[config.mk]
export PLATFORM = sky130hd
export DESIGN_NAME = crc4_datapath
export DESIGN_NICKNAME = d
export VERILOG_FILES = /design/src/rtl/crc4_pkg.sv /design/src/rtl/crc4_datapath.sv
export SDC_FILE = /design/constraint.sdc
export NUM_CORES = 1
export LEC_CHECK = 0
export BUFFER_PORTS_ARGS = -buffer_cell sky130_fd_sc_hd__buf_2
export CAP_MARGIN = 25
export CELL_PAD_IN_SITES_DETAIL_PLACEMENT = 0
export CELL_PAD_IN_SITES_GLOBAL_PLACEMENT = 2
export CORE_MARGIN = 2
export CORE_UTILIZATION = 32
export DETAILED_ROUTE_END_ITERATION = 6
export HOLD_SLACK_MARGIN = 0.15
export PLACE_DENSITY_LB_ADDON = 0.1
export SLEW_MARGIN = 20
export SYNTH_ARGS = -nofsm -noshare
export SYNTH_HDL_FRONTEND = slang
export SYNTH_SLANG_ARGS = --single-unit
[constraint.sdc]
create_clock -name clk -period 1.9 [get_ports clk]
set_input_delay 0.475 -clock clk [delete_from_list [all_inputs] [get_ports clk]]
set_output_delay 0.475 -clock clk [all_outputs]
set_load 0.01 [all_outputs]
[src/rtl/crc4_pkg.sv]
package crc4_pkg;
  localparam int CRC_W = 4;
  localparam int IDX_W = $clog2(CRC_W);

  typedef struct packed {
    logic             shift;
    logic             smfBound;
    logic             crcSlot;
    logic [IDX_W-1:0] crcIdx;
    logic             eSlot;
    logic             eSel;
  } crcStrobeT;
endpackage

[src/rtl/crc4_datapath.sv]
module crc4_datapath
  import crc4_pkg::*;
#(
  parameter logic [CRC_W-1:0] POLY  = 4'b0011,
  parameter int               CNT_W = 10
)(
  input  logic             clk,
  input  logic             rstN,
  input  crcStrobeT        st,
  input  logic             txBitIn,
  input  logic             rxBitIn,
  input  logic [1:0]       eBitsIn,
  output logic             txBitOut,
  output logic             smfErr,
  output logic [CNT_W-1:0] errCount
);
  localparam logic [CNT_W-1:0] CNT_MAX = '1;
  localparam logic [IDX_W-1:0] LAST_IDX = IDX_W'(CRC_W-1);

  function automatic logic [CRC_W-1:0] crcStep(input logic [CRC_W-1:0] crc, input logic b);
    logic fb;
    fb = b ^ crc[CRC_W-1];
    return {crc[CRC_W-2:0], 1'b0} ^ (fb ? POLY : '0);
  endfunction

  logic [CRC_W-1:0] txCrc, txHeld, txRem;
  logic [CRC_W-1:0] rxCrc, rxExp, rxCheck, rxGot;
  logic             lineBit, txFeed, rxFeed;
  logic             primed, expValid, lastSlot, mismatch;

  // transmit path
  assign lineBit  = st.eSlot ? eBitsIn[st.eSel] : txBitIn;
  assign txRem    = st.smfBound ? txCrc : txHeld;
  assign txBitOut = st.crcSlot ? txRem[LAST_IDX - st.crcIdx] : lineBit;
  assign txFeed   = st.crcSlot ? 1'b0 : lineBit;

  always_ff @(posedge clk) begin
    if (!rstN) begin
      txCrc  <= '0;
      txHeld <= '0;
    end else if (st.shift) begin
      txCrc <= crcStep(st.smfBound ? '0 : txCrc, txFeed);
      if (st.smfBound) txHeld <= txCrc;
    end
  end

  // receive path
  assign rxFeed   = st.crcSlot ? 1'b0 : rxBitIn;
  assign rxGot    = {rxCheck[CRC_W-2:0], rxBitIn};
  assign lastSlot = st.crcSlot && (st.crcIdx == LAST_IDX);
  assign mismatch = expValid && (rxGot != rxExp);

  always_ff @(posedge clk) begin
    if (!rstN) begin
      rxCrc    <= '0;
      rxExp    <= '0;
      rxCheck  <= '0;
      primed   <= 1'b0;
      expValid <= 1'b0;
      smfErr   <= 1'b0;
      errCount <= '0;
    end else begin
      smfErr <= 1'b0;
      if (st.shift) begin
        rxCrc <= crcStep(st.smfBound ? '0 : rxCrc, rxFeed);
        if (st.smfBound) begin
          rxExp    <= rxCrc;
          primed   <= 1'b1;
          expValid <= primed;
        end
        if (st.crcSlot) rxCheck <= rxGot;
        if (lastSlot && mismatch) begin
          smfErr <= 1'b1;
          if (errCount != CNT_MAX) errCount <= errCount + 1'b1;
        end
      end
    end
  end

  // a pulse lasts one cycle
  assert_err_single_R5: assert property (@(posedge clk) disable iff (!rstN)
    smfErr |=> !smfErr);
  // a pulse only follows the last received check bit
  assert_err_after_c4_R5: assert property (@(posedge clk) disable iff (!rstN)
    smfErr |-> $past(st.shift && st.crcSlot && st.crcIdx == LAST_IDX));
  // counter moves only with a pulse
  assert_count_quiet_R7: assert property (@(posedge clk) disable iff (!rstN)
    !smfErr |-> $stable(errCount));
  // counter holds at its ceiling
  assert_count_sat_R7: assert property (@(posedge clk) disable iff (!rstN)
    (errCount == CNT_MAX) |=> (errCount == CNT_MAX));
endmodule

* Word-level counts from Yosys, hierarchy flattened
Index checks and enable logic that the tools add are counted.
Word-level totals: memories kept 0, output and inout port bits 12, memory bits (read-only) 0, RAM bits 0, register bits after elaboration 32, input port bits 13, latch bits 0, word-level logic and storage cells 41
Cells by class: reductions and logical operators 7, bitwise gates (word level) 4, shift-type cells 0, multiply operators 0, add/sub/neg operators 2, mux-type cells 14, eq/ne operators 3, divide/modulo/power cells 0, order comparisons 2
Operator list (number):
- 4-bit two-way mux | 3
- 10-bit by 1-bit adder with 10-bit output, second input constant | 1
- 10-bit inequality test, second input constant | 1
- 1-bit two-way mux | 8
- 4-bit by 2-bit XOR with 4-bit output | 2
- 2-bit AND reduction | 3
- 2-bit two-way mux | 2
- 4-bit inequality test | 1
- 1-bit logical AND | 3
- 2-bit by 3-bit < comparator with 1-bit output, second input constant | 1
- 3-bit AND reduction | 1
- 1-bit binary-select mux with 2-bit select | 1
- 2-bit equality test, second input constant | 1
- 1-bit by 2-bit < comparator with 1-bit output, second input constant | 1
- 2-bit subtractor, first input constant | 1
- 1-bit XOR | 2

* Longest topological paths before layout
Gate-level depths: netlist (run 1).
depth after elaboration 7, gate-level depth with buffers 7, gate-level depth less buffers 6

* Worst setup path after synthesis (run 1)
Ideal clock, no wire load.
path kind input to output, from in st[5] in the netlist's numbering, to out txBitOut, path buffers 0, cell stages on the path 3, arrival time 1.397 ns, setup slack 0.028 ns, required time 1.425 ns, cell sequence mux4_2 > mux2_2 > a21o_1
Between the ends: cells in the longest elaborated chain, start to end 4
Ends and longest elaborated chain:
- start, declared | RTL line crc4_datapath.sv:9 | input crcStrobeT st,
- 4-bit two-way mux
- 1-bit binary-select mux with 2-bit select | RTL line crc4_datapath.sv:34 | assign txBitOut = st.crcSlot ? txRem[LAST_IDX - st.crcIdx] : lineBit;
- 1-bit two-way mux (not written as such) | RTL line crc4_datapath.sv:34
- 1-bit two-way mux | RTL line crc4_datapath.sv:34
- end, declared | RTL line crc4_datapath.sv:13 | output logic txBitOut,
Every way passes these cells. The select of a mux whose other input is x is not followed.

* Worst setup path in the final report (run 1)
from reg txCrc[0], to out txBitOut
Between the ends: cells in the longest elaborated chain, start to end 4
Ends and longest elaborated chain:
- start, declared | RTL line crc4_datapath.sv:26 | logic [CRC_W-1:0] txCrc, txHeld, txRem;
- start signal, assigned | RTL line crc4_datapath.sv:42 | txCrc <= crcStep(st.smfBound ? '0 : txCrc, txFeed);
- 4-bit two-way mux
- 1-bit binary-select mux with 2-bit select | RTL line crc4_datapath.sv:34
- 1-bit two-way mux (not written as such) | RTL line crc4_datapath.sv:34
- 1-bit two-way mux | RTL line crc4_datapath.sv:34
Every way passes these cells. The select of a mux whose other input is x is not followed.

==> reports/results.ini, run 1 <==
[run_status]
status = finished, violations left
violations = setup timing

[yosys]
syn_inst = 171
avgSynthCellArea_um2 = 8.60
yosysWarnings = 0
synth_common_cells = dfxtp_1, a21oi_1, nand2_1, nand3_1, xnor2_1
synthArstFlopShare_pct = 0
synth_flop_cell = dfxtp_1
syn_nets = 185
yosysMostFrequentCell = dfxtp_1
yosys.cell_types.count = 32
ys_seq_area_share_pct = 43.6
synth_area_mm2 = 0.00147
synth_top_cell_area_share_pct = 43.6
yosys.area.top_type = dfxtp_1
ys_ff_latch = 32
ys_top_cells_by_area = dfxtp_1, a21oi_1, nand2_1
synth-edff-count = 0

[critical_path]
ff2ff_path_depth = 6
r2r-start = errCount[0]
crit_chain = mux4_2 -> mux2_4 -> a21o_1 -> buf_2
crit_required_ps = 1420
worstPathArrival_ps = 1610
cp.depth = 4
r2r_slack_ps = 120
crit_fanout = 2
path_buf_inv = 1
rr_endpoint = errCount[9]
startpoint = txCrc[0]
slowest_stage = mux4_2
crit_type = reg -> out
slowest_delay_ps = 460
cp-end-kind = primary output
critPathLaunchType = flop
critical-path-top-delay-family = multiplexers

[sta]
hold_violations = 0
fmax_mhz = 480
drv_slew = 0
hold_slack_ps = 454
worst_pin_slew_ps = 369
setup_viol = 1
period_minus_slack_ps = 2080
clock_skew_ps = 3.59
setup_ws_ps = -185
rsz0062_at_grt = true
finalCritPeriodShare_pct = 110
slew_headroom_pct = 75.4

[drt]
drtIter0Drc = 33
wire_per_inst_um = 12.7
antenna_left = 0
drc = 0
via_count = 1305
wirelength_mm = 3.30
dr.pass1.iters = 5
via_per_inst = 5.02

[hold_path]
hold_start = primed
holdPathEnd = expValid
hold_path_class = reg -> reg
hold_depth = 2

[grt]
gr-usage-all-layers_pct = 14.2
grt_max_degree = 31
grt_overflow = 0
grt_pass1_vias = 1209
grt_pass1_wl_mm = 5.67
antenna_found_initial = 0

[pwr]
cellLeakagePower_uw = 0.000691
p_per_area_mw_per_mm2 = 712
p_total_uw = 1300
vdd_drop_max_v = 0.000408

[placement]
dp_hpwl_mm = 2.40
io_buffer_count = 24
pre_cts_ws_ps = -252
gp_congestion = 0.737

[clock_network]
insertion_delay_ps = 280
tritoncts = built
h-tree-depth = 2
cts_root_buf = clkbuf_8
clk_path_buf_depth = 2
cts_sinks = 32
path_clk_slew_ps = 60
numCtsBuffers = 5

[floorplanning]
die-area_mm2 = 0.00515
die_w_um = 71.8
rows = 24
die_h_um = 71.8
ioPinCount = 25
start_util_pct = 33.5
coreArea_mm2 = 0.00438

[cells_and_area]
nNetsFinal = 222
area_growth_pct = 23.7
fillerInstances = 440
n_antenna_cell = 0
drive_above_1_share_pct = 26.0
final_util_pct = 41.5

[run]
max_cap_violations = 0

-- report_power, final --
group | internal (uW) | switching (uW)
clock | 249 | 242
sequential | 683 | 7.28
combinational | 52.9 | 60.9
total | 985 | 310
-- sequential cells by signal, summed over array words and instances, names as in the netlist --
signal,count
rxExp,4
rxCrc,4
txCrc,4
smfErr,1
expValid,1
txHeld,4
errCount,10
rxCheck,3
primed,1
-- through the flow --
step,cells,instance area [um2],TNS [ps]
detailed placement,252,1720,-252
floorplan,171,1470,0
finish,260,1820,-185
CTS,259,1810,-196
global route,260,1820,-235
global placement,252,1720,-242
-- how the worst max path moves through the flow --
stage                    end  slack (ps)
floorplan           txBitOut          30
global placement    txBitOut        -240
detailed placement  txBitOut        -250
CTS                 txBitOut        -200
global route        txBitOut        -230
finish              txBitOut        -180
-- layout make-up --
class	count	area [um2]	share of cell area, %
Clock buffer	6	72.6	3.99
Timing Repair Buffer	38	231	12.7
Sequential cell	32	643	35.4
Tap cell	52	65.1	3.58
Clock inverter	1	5.00	0.275
Multi-Input combinational cell	129	795	43.7
Inverter	2	7.51	0.413
-- cells by family (layout without fill, tap and decap cells) --
kind of cell | after synthesis | in the layout | share of synthesized area [%]
DFF | 32 | 32 | 43.6
AOI/OAI and AO/OA | 37 | 37 | 13.4
buffers and inverters | 10 | 47 | 2.64
and+or+nand+nor | 75 | 75 | 27.7
xor gates and xnor gates | 10 | 10 | 5.96
muxes | 6 | 6 | 5.87
adders and majority gates | 1 | 1 | 0.851
-- worst reg2reg max path, delay by kind of cell (launching register included) --
kind	cells	cell delay (ps)
flops	1	320
fa+ha+maj	1	210
simple gates	4	1050
compound gates	1	150
-- metal layers --
metal	vias to the layer above	wire length, um	GRT usage, %
met1	595	1440	16.4
met5	-	0	0
met4	0	76	5.87
met3	10	174	4.64
li1	669	-	-
met2	31	1610	24.3
-- timing repair --
item                                    4_1_cts  5_1_grt
setup buffers                                 0        1
endpoints found under the setup margin        1        2
resized for setup                             5        0
pin swaps                                     1        1
hold buffers                                  0        0
-- placed cells by master (no fill, tap or decap), types with 7 or more instances in the layout --
master / netlist / layout
dfxtp_1: 32 / 30
a21oi_1: 24 / 24
nand2_1: 24 / 24
buf_2: 1 / 23
buf_4: 0 / 14
nand3_1: 9 / 9
xnor2_1: 9 / 9
nor2_1: 8 / 8
o21ai_0: 8 / 8
or3_1: 7 / 7
No activity file was read; power rests on OpenSTA's default activity.
==> run 2, diff against run 1 <==
Settings changed: BUFFER_PORTS_ARGS -buffer_cell sky130_fd_sc_hd__buf_2 to unset, CORE_UTILIZATION 32 to 36, DONT_BUFFER_PORTS set to 1.
Clock period 1.9 ns to 2 ns, I/O delays scaled along.
==> run 2 against run 1 <==
  * The run still ends with setup timing left
  * Non-clock buffer count down 31
  * Via count down 11%
  * Combinational power down 37%
  * Die area down 11%
  * Cell count down 12%
  * Design area down 9.2%
  * Clock-buffer cell count up 2
  * Routed wire length down 7.6%
  * First-iteration DRC count up 67%
  * Power down 4.0%
  * Register-to-register slack better by 60 ps
  * Critical path depth down 1
  * Critical path type unchanged
  * Largest cell class unchanged
==> reports/results.ini, run 2 (synthesized netlist as in run 1, its figures left out) <==
[critical_path]
crit_fanout = 4  ; +2
critPathLaunchType = flop
crit_required_ps = 1500  ; +80 ps
slowest_stage = mux4_2
rr_endpoint = errCount[9]
r2r_slack_ps = 180  ; +60 ps
crit_chain = mux4_2 -> mux2_4 -> a21o_1
cp-end-kind = primary output
worstPathArrival_ps = 1540  ; -70 ps
slowest_delay_ps = 460  ; about the same
ff2ff_path_depth = 6  ; unchanged
r2r-start = errCount[0]
startpoint = txCrc[0]
crit_type = reg -> out

[grt]
grt_max_degree = 31  ; unchanged
antenna_found_initial = 0  ; unchanged
grt_overflow = 0  ; unchanged
gr-usage-all-layers_pct = 16.1  ; +1.9 points
grt_pass1_vias = 1207  ; -0.17%
grt_pass1_wl_mm = 5.40  ; -4.7%

[hold_path]
hold_path_class = in -> reg
holdPathEnd = rxCrc[0]
hold_start = st[6]
hold_depth = 1  ; -1

[cells_and_area]
n_antenna_cell = 0  ; unchanged
largest_register = errCount
drive_above_1_share_pct = 13.5  ; -12 points
final_util_pct = 41.6  ; +0.093 points
layout_commonest_cell = dfxtp_1
area_growth_pct = 12.3
nNetsFinal = 191  ; -14%
final_cell_mix = dfxtp_1, a21oi_1, nand2_1
largest_reg_flops = 10  ; unchanged

[pwr]
vdd_drop_max_v = 0.000281  ; -31%
cellLeakagePower_uw = 0.000547  ; -21%
p_per_area_mw_per_mm2 = 753  ; +5.7%

[drt]
via_per_inst = 5.08  ; +1.3%
dr.pass1.iters = 4  ; -1
drtIter0Drc = 55  ; +67%
wirelength_mm = 3.05  ; -7.6%
antenna_left = 0  ; unchanged
wire_per_inst_um = 13.4  ; +5.4%
via_count = 1159  ; -11%
drc = 0  ; unchanged

[clock_network]
insertion_delay_ps = 280  ; about the same
h-tree-depth = 2  ; unchanged
hold_buffers = 0  ; unchanged
path_clk_slew_ps = 60  ; about the same
cts_root_buf = clkbuf_8
tritoncts = built
clk_path_buf_depth = 2  ; unchanged
cts_sinks = 32  ; unchanged
numCtsBuffers = 5  ; unchanged

[sta]
finalCritPeriodShare_pct = 102
drv_slew = 0  ; unchanged
period_minus_slack_ps = 2040
slew_headroom_pct = 75.2  ; -0.21 points
fmax_mhz = 491
setup_ws_ps = -37.5  ; +147 ps
rsz0062_at_grt = true
worst_pin_slew_ps = 372  ; +3.17 ps
setup_viol = 1  ; unchanged
hold_violations = 0  ; unchanged
tns_ps = -37.5  ; +147 ps
clock_skew_ps = 1.12  ; -2.46 ps

[placement]
gp_congestion = 0.750  ; +1.8%
io_buffer_count = 0  ; -100%
dp_hpwl_mm = 2.05  ; -15%

[floorplanning]
die_w_um = 67.9  ; -5.4%
die_h_um = 67.9  ; -5.4%
die-area_mm2 = 0.00461  ; -11%
rows = 23  ; -4.2%
start_util_pct = 37.0  ; +3.5 points
coreArea_mm2 = 0.00397  ; -9.4%
ioPinCount = 25  ; unchanged

[run_status]
status = finished, violations left
violations = setup timing

[run]
max_cap_violations = 0  ; unchanged

==> run 2: metal layers <==
| layer | GRT usage (%) | wire [um] | vias up |
|---|---|---|---|
| met1 | 18.4 | 1420 | 517 |
| met2 | 26.7 | 1390 | 28 |
| met5 | 0 | 0 | - |
| met4 | 6.75 | 56 | 0 |
| met3 | 6.58 | 179 | 6 |
| li1 | - | - | 608 |
==> run 2: worst max path at each step <==
stage                     endpoint  depth (start not counted)  slack [ps]
after floorplan           txBitOut                          3          80
after global placement    txBitOut                          3          50
after detailed placement  txBitOut                          3          40
after CTS                 txBitOut                          3         -40
after global routing      txBitOut                          3        -100
final                     txBitOut                          3         -40
==> run 2: repair_timing <==
action,4_1_cts,5_1_grt
pin swaps,1,0
endpoints found under the setup margin,1,1
setup buffers,2,0
resized for setup,4,0
==> run 2: critical path: cells and delay by family (launching register included) <==
kind           cells  cell delay, ps
multiplexers       2             740
flip-flops         1             330
AO/OA/AOI/OAI      1             190
==> run 2: area by class of cell <==
type                       instances  area, um2
fill                             412       2320
multi-input combinational        129        795
sequential                        32        644
clock buffer                       8       90.1
tap                               50       62.6
timing repair buffer               7       52.6
inverter                           2       7.51
==> run 2: stage by stage <==
stage          area (um2)  instances  total power (uW)  setup slack [ps]  hold WS, ps
3_3_place_gp         1540        218               740              45.1          440
4_1_cts              1650        228              1260             -42.4          297
5_1_grt              1650        228              1320             -96.6          288
3_5_place_dp         1540        218               740              40.1          446
2_1_floorplan        1470        171               732              78.4          432
6_report             1650        228              1240             -37.5          309
==> run 2: power breakdown <==
group	internal, uW	leakage [uW]	switching, uW
clock	281	0.0000455	234
sequential	649	0.000260	7.59
combinational	34.3	0.000241	37.1
